File: src/rtl/asq_pkg.sv
package asq_pkg;

    localparam int          DBG_AW      = 12;
    localparam int          JOFF_W      = 21;
    localparam logic [15:0] GPR_FIRST   = 16'h1000;
    localparam logic [15:0] FPR_FIRST   = 16'h1020;
    localparam logic [15:0] REG_END     = 16'h1040;
    localparam logic [2:0]  SZ_W32      = 3'd2;
    localparam logic [2:0]  SZ_W64      = 3'd3;
    localparam logic [2:0]  ERR_NONE    = 3'd0;
    localparam logic [2:0]  ERR_NOTSUP  = 3'd2;
    localparam int          CSR_BODY    = 4;
    localparam int          XFER_BODY   = 1;

    localparam logic [4:0]  R_ZERO      = 5'd0;
    localparam logic [4:0]  R_S0        = 5'd8;
    localparam logic [11:0] CSR_SCRATCH = 12'h7B2;

    localparam logic [6:0]  OPC_LOAD    = 7'h03;
    localparam logic [6:0]  OPC_FLOAD   = 7'h07;
    localparam logic [6:0]  OPC_STORE   = 7'h23;
    localparam logic [6:0]  OPC_FSTORE  = 7'h27;
    localparam logic [6:0]  OPC_SYSTEM  = 7'h73;
    localparam logic [6:0]  OPC_JAL     = 7'h6F;
    localparam logic [2:0]  F3_CSRRW    = 3'd1;
    localparam logic [2:0]  F3_CSRRS    = 3'd2;
    localparam logic [31:0] WORD_EBREAK = 32'h0010_0073;

    typedef enum logic [1:0] {
        PATH_NONE,
        PATH_GPR,
        PATH_FPR,
        PATH_CSR
    } path_e;

    typedef struct packed {
        logic [15:0] regno;
        logic [2:0]  size;
        logic        wr;
        logic        xfer;
        logic        post;
    } acc_cmd_t;

    typedef struct packed {
        path_e              path;
        logic               wr;
        logic               wide;
        logic [4:0]         rnum;
        logic [11:0]        csr;
        logic               post;
        logic [11:0]        dimm;
        logic [JOFF_W-1:0]  jdist;
    } seq_ctx_t;

    function automatic logic [31:0] enc_itype(input logic [11:0] imm, input logic [4:0] rs1,
                                              input logic [2:0] f3, input logic [4:0] rd,
                                              input logic [6:0] opc);
        return {imm, rs1, f3, rd, opc};
    endfunction

    function automatic logic [31:0] enc_stype(input logic [11:0] imm, input logic [4:0] rs2,
                                              input logic [4:0] rs1, input logic [2:0] f3,
                                              input logic [6:0] opc);
        return {imm[11:5], rs2, rs1, f3, imm[4:0], opc};
    endfunction

    function automatic logic [31:0] enc_csr(input logic [11:0] csr, input logic [4:0] rs1,
                                            input logic [2:0] f3, input logic [4:0] rd);
        return {csr, rs1, f3, rd, OPC_SYSTEM};
    endfunction

    function automatic logic [31:0] enc_jal(input logic [4:0] rd, input logic [JOFF_W-1:0] off);
        return {off[20], off[10:1], off[11], off[19:12], rd, OPC_JAL};
    endfunction

endpackage

File: src/rtl/asq_decode.sv
module asq_decode
    import asq_pkg::*;
#(
    parameter int PROGBUF_WORDS = 1,
    parameter int IDX_W         = 3
) (
    input  acc_cmd_t            cmd,
    input  logic [DBG_AW-1:0]   data_addr,
    input  logic [DBG_AW-1:0]   progbuf_addr,
    input  logic [DBG_AW-1:0]   abs_addr,
    output seq_ctx_t            ctx,
    output logic [IDX_W-1:0]    last_idx,
    output logic                bad
);

    localparam bit CSR_OK = (PROGBUF_WORDS < 2);

    logic              size_ok;
    logic [DBG_AW:0]   diff;
    logic [JOFF_W-1:0] jdist;

    assign size_ok = (cmd.size == SZ_W32) || (cmd.size == SZ_W64);
    assign diff    = {1'b0, progbuf_addr} - {1'b0, abs_addr};
    assign jdist   = {{(JOFF_W-DBG_AW-1){diff[DBG_AW]}}, diff};

    always_comb begin
        ctx       = '0;
        ctx.path  = PATH_NONE;
        ctx.wr    = cmd.wr;
        ctx.wide  = (cmd.size == SZ_W64);
        ctx.rnum  = cmd.regno[4:0];
        ctx.csr   = cmd.regno[11:0];
        ctx.post  = cmd.post;
        ctx.dimm  = data_addr;
        ctx.jdist = jdist;
        last_idx  = '0;
        bad       = 1'b0;
        if (cmd.xfer) begin
            if (cmd.regno < GPR_FIRST) begin
                if (CSR_OK && size_ok) begin
                    ctx.path = PATH_CSR;
                    last_idx = IDX_W'(CSR_BODY);
                end else begin
                    bad = 1'b1;
                end
            end else if (cmd.regno < FPR_FIRST) begin
                if (size_ok) begin
                    ctx.path = PATH_GPR;
                    last_idx = IDX_W'(XFER_BODY);
                end else begin
                    bad = 1'b1;
                end
            end else if (cmd.regno < REG_END) begin
                if (size_ok) begin
                    ctx.path = PATH_FPR;
                    last_idx = IDX_W'(XFER_BODY);
                end else begin
                    bad = 1'b1;
                end
            end else begin
                bad = 1'b1;
            end
        end
    end

endmodule

File: src/rtl/asq_emit.sv
module asq_emit
    import asq_pkg::*;
#(
    parameter int IDX_W = 3
) (
    input  seq_ctx_t          ctx,
    input  logic [IDX_W-1:0]  idx,
    output logic [31:0]       word
);

    logic [2:0]        f3;
    logic [IDX_W-1:0]  nbody;
    logic [JOFF_W-1:0] joff;
    logic [31:0]       final_w;
    logic [31:0]       ld_s0;
    logic [31:0]       st_s0;

    assign f3      = ctx.wide ? 3'd3 : 3'd2;
    assign joff    = ctx.jdist - (JOFF_W'(idx) << 2);
    assign final_w = ctx.post ? enc_jal(R_ZERO, joff) : WORD_EBREAK;
    assign ld_s0   = enc_itype(ctx.dimm, R_ZERO, f3, R_S0, OPC_LOAD);
    assign st_s0   = enc_stype(ctx.dimm, R_S0, R_ZERO, f3, OPC_STORE);

    always_comb begin
        case (ctx.path)
            PATH_CSR:             nbody = IDX_W'(CSR_BODY);
            PATH_GPR, PATH_FPR:   nbody = IDX_W'(XFER_BODY);
            default:              nbody = '0;
        endcase
    end

    always_comb begin
        word = final_w;
        if (idx != nbody) begin
            case (ctx.path)
                PATH_GPR:
                    word = ctx.wr ? enc_itype(ctx.dimm, R_ZERO, f3, ctx.rnum, OPC_LOAD)
                                  : enc_stype(ctx.dimm, ctx.rnum, R_ZERO, f3, OPC_STORE);
                PATH_FPR:
                    word = ctx.wr ? enc_itype(ctx.dimm, R_ZERO, f3, ctx.rnum, OPC_FLOAD)
                                  : enc_stype(ctx.dimm, ctx.rnum, R_ZERO, f3, OPC_FSTORE);
                PATH_CSR: begin
                    case (idx)
                        IDX_W'(0): word = enc_csr(CSR_SCRATCH, R_S0, F3_CSRRW, R_ZERO);
                        IDX_W'(1): word = ctx.wr ? ld_s0
                                                 : enc_csr(ctx.csr, R_ZERO, F3_CSRRS, R_S0);
                        IDX_W'(2): word = ctx.wr ? enc_csr(ctx.csr, R_S0, F3_CSRRW, R_ZERO)
                                                 : st_s0;
                        default:   word = enc_csr(CSR_SCRATCH, R_ZERO, F3_CSRRS, R_S0);
                    endcase
                end
                default: word = final_w;
            endcase
        end
    end

endmodule

File: src/rtl/asq_ctrl.sv
module asq_ctrl
    import asq_pkg::*;
#(
    parameter int IDX_W     = 3,
    parameter int NUM_HARTS = 4,
    parameter int HART_W    = 2
) (
    input  logic                  clk,
    input  logic                  rst,
    input  logic                  cmd_valid,
    input  seq_ctx_t              dec_ctx,
    input  logic [IDX_W-1:0]      dec_last,
    input  logic                  dec_bad,
    input  logic [HART_W-1:0]     cmd_hart,
    output logic                  busy,
    output logic [IDX_W-1:0]      cnt,
    output seq_ctx_t              ctx,
    output logic [2:0]            err,
    output logic [NUM_HARTS-1:0]  go
);

    typedef enum logic {ST_IDLE, ST_FILL} st_e;

    st_e                   st_q;
    logic [IDX_W-1:0]      cnt_q;
    logic [IDX_W-1:0]      last_q;
    logic [HART_W-1:0]     hart_q;
    seq_ctx_t              ctx_q;
    logic [2:0]            err_q;
    logic [NUM_HARTS-1:0]  go_q;
    logic [NUM_HARTS-1:0]  hot;

    for (genvar h = 0; h < NUM_HARTS; h++) begin : g_hot
        assign hot[h] = (hart_q == HART_W'(h));
    end

    always_ff @(posedge clk) begin
        if (rst) begin
            st_q   <= ST_IDLE;
            cnt_q  <= '0;
            last_q <= '0;
            hart_q <= '0;
            ctx_q  <= '0;
            err_q  <= ERR_NONE;
            go_q   <= '0;
        end else begin
            go_q <= '0;
            case (st_q)
                ST_FILL: begin
                    if (cnt_q == last_q) begin
                        st_q <= ST_IDLE;
                        go_q <= hot;
                    end else begin
                        cnt_q <= cnt_q + 1'b1;
                    end
                end
                default: begin
                    if (cmd_valid) begin
                        if (dec_bad) begin
                            err_q <= ERR_NOTSUP;
                        end else begin
                            err_q  <= ERR_NONE;
                            st_q   <= ST_FILL;
                            cnt_q  <= '0;
                            last_q <= dec_last;
                            hart_q <= cmd_hart;
                            ctx_q  <= dec_ctx;
                        end
                    end
                end
            endcase
        end
    end

    assign busy = (st_q == ST_FILL);
    assign cnt  = cnt_q;
    assign ctx  = ctx_q;
    assign err  = err_q;
    assign go   = go_q;

endmodule

File: src/rtl/abstract_access_seq.sv
module abstract_access_seq
    import asq_pkg::*;
#(
    parameter int PROGBUF_WORDS = 1,
    parameter int ABS_WORDS     = 8,
    parameter int NUM_HARTS     = 4,
    localparam int IDX_W        = $clog2(ABS_WORDS),
    localparam int HART_W       = $clog2(NUM_HARTS)
) (
    input  logic                  clk,
    input  logic                  rst,
    input  logic                  cmd_valid,
    input  logic [15:0]           cmd_regno,
    input  logic [2:0]            cmd_size,
    input  logic                  cmd_write,
    input  logic                  cmd_transfer,
    input  logic                  cmd_postexec,
    input  logic [HART_W-1:0]     cmd_hart,
    input  logic [11:0]           data_addr,
    input  logic [11:0]           progbuf_addr,
    input  logic [11:0]           abs_addr,
    output logic                  busy,
    output logic                  buf_we,
    output logic [IDX_W-1:0]      buf_idx,
    output logic [31:0]           buf_word,
    output logic [2:0]            cmd_err,
    output logic [NUM_HARTS-1:0]  go
);

    acc_cmd_t          cmd;
    seq_ctx_t          dec_ctx;
    seq_ctx_t          run_ctx;
    logic [IDX_W-1:0]  dec_last;
    logic              dec_bad;
    logic [IDX_W-1:0]  cnt;
    logic              busy_i;

    assign cmd = '{regno: cmd_regno, size: cmd_size, wr: cmd_write,
                   xfer: cmd_transfer, post: cmd_postexec};

    asq_decode #(.PROGBUF_WORDS(PROGBUF_WORDS), .IDX_W(IDX_W)) u_decode (
        .cmd          (cmd),
        .data_addr    (data_addr),
        .progbuf_addr (progbuf_addr),
        .abs_addr     (abs_addr),
        .ctx          (dec_ctx),
        .last_idx     (dec_last),
        .bad          (dec_bad)
    );

    asq_ctrl #(.IDX_W(IDX_W), .NUM_HARTS(NUM_HARTS), .HART_W(HART_W)) u_ctrl (
        .clk       (clk),
        .rst       (rst),
        .cmd_valid (cmd_valid),
        .dec_ctx   (dec_ctx),
        .dec_last  (dec_last),
        .dec_bad   (dec_bad),
        .cmd_hart  (cmd_hart),
        .busy      (busy_i),
        .cnt       (cnt),
        .ctx       (run_ctx),
        .err       (cmd_err),
        .go        (go)
    );

    asq_emit #(.IDX_W(IDX_W)) u_emit (
        .ctx  (run_ctx),
        .idx  (cnt),
        .word (buf_word)
    );

    assign busy    = busy_i;
    assign buf_we  = busy_i;
    assign buf_idx = cnt;

endmodule

File: config.mk
export PLATFORM = sky130hd
export DESIGN_NAME = abstract_access_seq
export DESIGN_NICKNAME = d
export VERILOG_FILES = /design/src/rtl/asq_pkg.sv /design/src/rtl/asq_decode.sv /design/src/rtl/asq_emit.sv /design/src/rtl/asq_ctrl.sv /design/src/rtl/abstract_access_seq.sv
export SDC_FILE = /design/constraint.sdc
export NUM_CORES = 1
export LEC_CHECK = 0
export BUFFER_PORTS_ARGS = -buffer_cell sky130_fd_sc_hd__clkbuf_2
export CAP_MARGIN = 20
export CORE_AREA = 2 2 102 104
export CTS_CLUSTER_DIAMETER = 80
export DETAILED_ROUTE_END_ITERATION = 12
export DIE_AREA = 0 0 104 106
export PLACE_DENSITY = 0.75
export SLEW_MARGIN = 20
export SYNTH_ARGS = -nofsm -noshare
export SYNTH_HDL_FRONTEND = slang
export SYNTH_HIERARCHICAL = 1
export SYNTH_SLANG_ARGS = --single-unit
File: constraint.sdc
create_clock -name clk -period 2.2 [get_ports clk]
set_input_delay 0.22 -clock clk [delete_from_list [all_inputs] [get_ports clk]]
set_output_delay 0.22 -clock clk [all_outputs]
set_load 0.02 [all_outputs]
==> qor.txt <==
Worst IR Drop VDD -> 0.255 mV
Die Y -> 106 µm
NetSw -> 0.000991 W
Die ar. -> 0.0110 mm²
Rows -> 37
Internal power -> 0.00212 W
Slew @ Worst Pin -> 638 ps
Setup Crit Path Kind -> reg -> out
Placer Congestion -> 1.05
Die Width -> 104 µm
Pre-CTS setup slack -> 12.2 ps
Max-slew violations -> 0
Share of layout cells above drive strength 1 -> 33.4%
Global Route Usage Sum -> 24.2%
Clock power share -> 31.1%
Core area -> 0.0100 mm²
Final Hold Fails -> 0
Ports -> 107
ANT cells -> 0
CTS tree -> yes
Residual DRC -> 0
Hold WC Path Type -> in -> reg
Layout filler cell count -> 870
Sw Share -> 31.9%
Lkg Pwr -> 2.54 nW
First-pass GRT wire length -> 21.8 mm
Clk sinks -> 68
DP HPWL -> 9.68 mm
Crit path arrival time -> 2190 ps
TritonRoute pass-1 iters -> 5
Setup TNS -> -3530 ps
YS warnings -> 6
Cts hold-fix bufs -> 0
Post-synthesis area per instance -> 7.33 µm²
Hold Crit Start -> cmd_postexec
Crit path from -> u_ctrl/ctx[53]
Clock-pin slew on the worst setup and hold paths -> 80 ps
Total Wirelength -> 13.2 mm
PwrDens -> 503 mW/mm²
Initial antenna violation count -> 0
Reg2reg start -> u_ctrl/cnt[2]
Number of global-route vias before repair -> 4616
Final Skew -> 8.36 ps
Routed len/inst -> 15.0 µm
Root buf cell -> clkbuf_8
Total Power -> 0.00311 W
GRT overflow -> 0
Worst-Skew Late Latency -> 350 ps
Area Growth Syn to Fin -> 29.3%
Comb power frac -> 25.0%
Number of buffers created by CTS -> 9
Synthesized area -> 0.00479 mm²
RSZ-0062 raised after global routing -> yes
Final setup fails -> 27
WL met3 -> 651 µm
Met2 wire len -> 6.46 mm
Startpoint types -> flop
Crit-path max FO -> 6
Fmax -> 415 MHz
Pin count of the biggest net entering global routing -> 64
Min cycle time layout -> 2410 ps
CP endpoint kind -> output port
Sequential Power Share -> 43.9%
DR vias/cell -> 5.36
MaxCap Viol Count -> 0
PortBufs -> 102
Layout Nets -> 825
Iteration-0 DRC Markers -> 251
Longest Clk Path Bufs -> 2
Failing checks -> setup timing
Utilization after layout -> 61.9%
Final period utilization -> 110%
Required @ worst endpoint -> 1980 ps
Top Metal Used -> met4
Cells after Synth -> 653
DRT met1 WL -> 5.69 mm
Outcome -> finished, violations left
Final Worst Setup Slack -> -211 ps
Post-route ant nets -> 0
Via Count -> 4721
Number of H-tree levels -> 3
Slew headroom -> 57.4%
Initial Utilization -> 47.9%
[metrics by stage]
step / std cells / cell area [µm²] / hold WS, ps
after floorplan: 655 / 4830 / 356
after global placement: 848 / 5280 / 444
after detailed placement: 848 / 5280 / 449
after CTS: 879 / 6020 / 79.5
after global routing: 881 / 6190 / 66.9
final: 881 / 6190 / 88.1
[worst paths after layout]
check | to | slack [ps] | cells past startpoint
setup / recovery | buf_word[27] | -210 | 8
hold / removal | u_ctrl/ctx[33] | 90 | 3
setup reg to reg | u_ctrl/cnt[1] | 510 | 5
hold reg to reg | u_ctrl/ctx[2] | 470 | 2
[sequential cells by signal, indices dropped and copies added, names as in the netlist]
| signal | flops |
|---|---|
| u_ctrl/go | 4 |
| u_ctrl/err | 1 |
| u_ctrl/last_q | 3 |
| u_ctrl/ctx | 54 |
| u_ctrl/hart_q | 2 |
| u_ctrl/cnt | 3 |
| u_ctrl/busy | 1 |
[power groups by stage]
stage	combinational, W	sequential (W)	clock [W]
after floorplan	0.000533	0.00136	0
after global placement	0.000635	0.00138	0
after detailed placement	0.000653	0.00138	0
after CTS	0.000723	0.00136	0.000981
after global routing	0.000858	0.00137	0.00104
final	0.000778	0.00136	0.000968
[layout make-up]
class	count	area, µm²	area share, %
clock inverter	4	33.8	0.546
inverter	31	124	2.00
timing repair buffer	153	1090	17.7
multi-input combinational	477	3230	52.3
sequential	68	1380	22.3
clock buffer	12	155	2.51
tap	136	170	2.75
[layer usage]
| layer | global-route usage, % | vias up |
|---|---|---|
| met5 | 0 | - |
| met4 | 11.9 | 0 |
| met3 | 3.68 | 31 |
| met2 | 41.4 | 150 |
| met1 | 29.9 | 2197 |
| li1 | - | 2343 |
[what timing repair did]
action,in CTS,in global routing
gates cloned,1,0
endpoints found under the setup margin,30,30
resized for setup,105,49
buffers inserted,14,2
pin swaps,21,10
[layout by cell type (no fill, tap or decap), types with 6 or more instances in the layout]
cell,instances
a32oi_1,6
a21oi_1,75
nand3b_1,6
mux2i_1,10
inv_1,24
nand2b_1,10
nand2_1,145
clkbuf_2,78
buf_6,14
ha_1,15
buf_4,43
o21ai_0,17
xnor2_1,9
dfxtp_2,7
nor2b_1,6
clkbuf_8,20
xor2_1,10
dfxtp_1,59
a21o_1,6
nor2_1,30
nand3_1,9
[critical path: stages, from the launching register on]
cell,delay (ps)
dfxtp_2,340
inv_2,50
ha_4,250
xor2_4,200
o31ai_4,300
nand2_4,130
buf_6,150
o211ai_1,230
buf_4,200
Power figures use the tool's default switching activity.
